[src/rtl/diff_clk_stop.sv]
module diff_clk_stop #(
  parameter int NUM_OUT = 8
) (
  input  logic               clk_in,
  input  logic               rst_n,
  input  logic               stop_req_n,
  input  logic [NUM_OUT-1:0] stoppable,
  input  logic               park_float,
  output logic [NUM_OUT-1:0] out_p,
  output logic [NUM_OUT-1:0] out_n,
  output logic [NUM_OUT-1:0] out_oe
);

  logic sync1, sync2, sync3;
  logic stop_valid;
  logic halted;
  logic [NUM_OUT-1:0] mask_q;
  logic park_q;

  always_ff @(negedge clk_in or negedge rst_n) begin
    if (!rst_n) begin
      sync1      <= 1'b1;
      sync2      <= 1'b1;
      sync3      <= 1'b1;
      stop_valid <= 1'b0;
    end else begin
      sync1 <= stop_req_n;
      sync2 <= sync1;
      sync3 <= sync2;
      if (sync2 == sync3) stop_valid <= ~sync2;
    end
  end

  always_ff @(posedge clk_in or negedge rst_n) begin
    if (!rst_n) begin
      halted <= 1'b0;
      mask_q <= '0;
      park_q <= 1'b0;
    end else begin
      halted <= stop_valid;
      if (!stop_valid && !halted) begin
        mask_q <= stoppable;
        park_q <= park_float;
      end
    end
  end

  for (genvar g = 0; g < NUM_OUT; g++) begin : g_pair
    logic run;
    assign run       = ~(halted & mask_q[g]);
    assign out_p[g]  = run ? clk_in  : ~park_q;
    assign out_n[g]  = run ? ~clk_in : 1'b0;
    assign out_oe[g] = run | ~park_q;
  end


  debounce_two_edge_chk: assert property (@(negedge clk_in) disable iff (!rst_n)
    $rose(stop_valid) |-> $past(!sync2 && !sync3));


  halt_follows_valid_chk: assert property (@(posedge clk_in) disable iff (!rst_n)
    $rose(halted) |-> $past(stop_valid));


  cfg_frozen_chk: assert property (@(posedge clk_in) disable iff (!rst_n)
    halted |=> ($stable(mask_q) && $stable(park_q)));


  float_park_chk: assert property (@(posedge clk_in) disable iff (!rst_n)
    (halted && park_q) |-> ((out_oe & mask_q) == '0));


  free_run_oe_chk: assert property (@(posedge clk_in) disable iff (!rst_n)
    (out_oe | mask_q) == {NUM_OUT{1'b1}});

endmodule

[config.mk]
export PLATFORM = sky130hd
export DESIGN_NAME = diff_clk_stop
export DESIGN_NICKNAME = d
export VERILOG_FILES = /design/src/rtl/diff_clk_stop.sv
export SDC_FILE = /design/constraint.sdc
export NUM_CORES = 1
export LEC_CHECK = 0
export BUFFER_PORTS_ARGS = -buffer_cell sky130_fd_sc_hd__buf_2
export CAP_MARGIN = 20
export CORE_MARGIN = 2
export CORE_UTILIZATION = 25
export CTS_BUF_LIST = sky130_fd_sc_hd__clkbuf_4 sky130_fd_sc_hd__clkbuf_8
export CTS_CLUSTER_SIZE = 16
export DETAILED_ROUTE_END_ITERATION = 6
export HOLD_SLACK_MARGIN = 0.08
export PLACE_DENSITY_LB_ADDON = 0.1
export SKIP_CTS_REPAIR_TIMING = 1
export SYNTH_ARGS = -nofsm -noshare
export SYNTH_HDL_FRONTEND = slang
export SYNTH_SLANG_ARGS = --single-unit
[constraint.sdc]
create_clock -name clk_in -period 1.4 [get_ports clk_in]
set_input_delay 0.28 -clock clk_in [delete_from_list [all_inputs] [get_ports clk_in]]
set_output_delay 0.28 -clock clk_in [all_outputs]
set_load 0.005 [all_outputs]
==> key figures <==
Global route
  • Vias in the first global route: 1107
  • Gr usage total: 16.68%
  • First-pass GRT wire length: 3.974 mm
  • Largest net degree at the start of global routing: 17
  • Gr ovfl total: 0
  • Initial antenna violation count: 0

Worst setup path
  • CP Capture Type: register
  • Worst setup SP type: register
  • CP arrival: 2.06 ns
  • Worst Path Required: 1.67 ns
  • R2r setup slk: -0.39 ns
  • R2R cell count: 2
  • Crit Path Category: register to register
  • Crit Path Max Fanout: 9

Synthesis
  • EDFF count, synth: 0
  • Sequential area share after synthesis: 53.50%
  • Largest cells by area after synthesis: dfrtp_1 38%, mux2_2 15%, dfstp_2 12%, a21oi_1 11%, nand2_1 5.1%
  • FF+latch count, synth: 14
  • Syn_area_per_cell: 11.61 µm²
  • Mapped Nets: 69
  • Synth top area share: 37.81%
  • Count leader, synth: a21oi_1
  • Mapped Area: 661.9 µm²
  • Synth unique cells: 15
  • Synth async-reset ratio: 100.0%
  • Synth cell count leaders: 14 x a21oi_1, 10 x dfrtp_1, 9 x mux2_2, 9 x nand2_1, 3 x dfstp_2
  • Mapped Cells: 57
  • Main flop type after synthesis: dfrtp_1
  • Top cell type by total area after synthesis: dfrtp_1
  • Synth warn: 0

Floorplan
  • Die span in y: 55.46 µm
  • Initial Util: 26.48%
  • Site row count: 18
  • CORE AREA: 2500 µm²
  • Full die area: 3075 µm²
  • IO Count: 36
  • Die X: 55.46 µm

Timing
  • Worst-margin pin slew: 0.2205 ns
  • RSZ-0062 raised after global routing: true
  • Fin. max-slew vios: 0
  • Final Hold Vio Count: 0
  • Slew HR: 85.30%
  • Worst setup margin: -0.3940 ns
  • Final clock skew: 0.05141 ns
  • # setup viols final: 34

Pwr
  • Int Power: 2304 µW
  • Gate power share: 7.9%
  • Clk network pwr share: 75.1%
  • Switching Fraction: 34.96%
  • Sequential share of power: 17.0%
  • Leak: 0.0006242 µW
  • Pwr dens: 2683 nW/µm²
  • Psw: 1238 µW
  • Peak supply drop: 1633 µV

Routing
  • Initial DRC Count: 9
  • Avg WL per Cell: 13.57 µm
  • Antenna violation net count after detailed routing: 0
  • Total wire length: 2.212 mm
  • Vias per cell: 4.503
  • Residual DRC: 0
  • DR pass1 iterations: 3
  • Via count: 734

Placed design
  • Placed Area: 893.4 µm²
  • Detailed placer's ending HPWL: 1.105 mm
  • Placed insts: 122
  • Port bufs: 35
  • Placer Congestion: 0.6478
  • Pre-CTS setup slack: -0.3755 ns

Flow run
  • Total of max-cap violations: 0

Final layout
  • Area grow syn2layout: 99.43%
  • Fillers: 245
  • Finished Cell Area: 1320 µm²
  • Multi-input gate area: 366.6 µm²
  • Fin nets: 138
  • Non-filler cells, final: 163
  • Share of layout cells above drive strength 1: 75.94%
  • Ant diodes: 0
  • Flip-flop and latch area: 355.3 µm²

CTS
  • CTS tree: yes
  • Clk_lat worst skew: 0.44 ns
  • Clock transition at the registers of the reported paths: 0.08 ns

Min path
  • Worst Hold Class: input pin to register
  • Worst hold path depth: 2

Outcome
  • Failing checks: negative setup slack
  • Outcome: finished, violations left
[final timing paths]
| path | startpoint | to |
|---|---|---|
| worst max register to register | stop_valid | mask_q[2] |
| worst min-delay path | park_float | park_q |
| worst min register to register | sync1 | sync2 |
| max in group asynchronous | rst_n | sync3 |
| worst max-delay path | stop_valid | mask_q[2] |
| min in group asynchronous | rst_n | mask_q[2] |
[cell families after synthesis]
| kind of cell | Yosys count | synth area share [%] |
|---|---|---|
| buffers and inverters | 5 | 6.803 |
| DFF | 14 | 53.50 |
| AOI/OAI and AO/OA | 17 | 14.37 |
| muxes | 9 | 15.31 |
| and+or+nand+nor | 12 | 10.02 |
[power groups by stage]
stage                     registers, µW  clock network (µW)  logic [µW]
after floorplan                     560                 501         174
after CTS                           580                2600         227
after global placement              581                 701         221
after global routing                616                2910         303
after detailed placement            583                 701         225
final                               604                2660         279
[state kept, by name (all words and copies together), names as in the netlist]
register / count
sync3: 1
sync2: 1
park_q: 1
sync1: 1
stop_valid: 1
halted: 1
mask_q: 8
[through the flow]
step	util (%)	hold slack, ns	setup TNS (ns)	total power [µW]
final	52.80	0.1240	-9.244	3542
after global routing	52.80	0.08218	-10.97	3831
after CTS	48.65	-0.2822	-18.63	3412
after detailed placement	35.74	0.1348	-3.260	1509
after global placement	35.74	0.1354	-3.116	1503
after floorplan	-	-0.01559	-2.779	1235
[area by class of cell]
type	instances	share of cell area, %
clock buffers	47	27.77
clock inverters	5	1.422
multi-input cells	39	27.77
flip-flops and latches	14	26.92
well taps	30	2.844
repair buffers	28	13.27
[metal layers]
| metal | global-route usage [%] | vias up | part of all wire (%) |
|---|---|---|---|
| met4 | 25.44 | 0 | 1.5 |
| met5 | 0 | - | 0 |
| met2 | 17.86 | 34 | 51 |
| li1 | - | 342 | - |
| met3 | 12.88 | 4 | 7.9 |
| met1 | 15.74 | 354 | 40 |
[cell usage in the layout (no fill, tap or decap)]
cell type	n
dfrtp_1	9
nand2_2	2
a21oi_4	8
dlygate4sd3_1	2
dfrtn_1	1
dfstp_2	3
buf_6	11
nor2_8	1
nor2_1	1
a21oi_2	2
buf_2	33
clkinv_1	2
and2_4	2
nand2_1	7
a21oi_1	6
clkbuf_4	15
buf_4	12
o21a_1	1
buf_8	2
dfrtp_2	1
mux2_2	9
inv_1	3
[critical path: stages, from the launching register on]
cell and delay [ns]:
dfrtn_1 0.41, nor2_8 0.19, mux2_2 0.37
No activity file was read; power rests on OpenSTA's default activity.
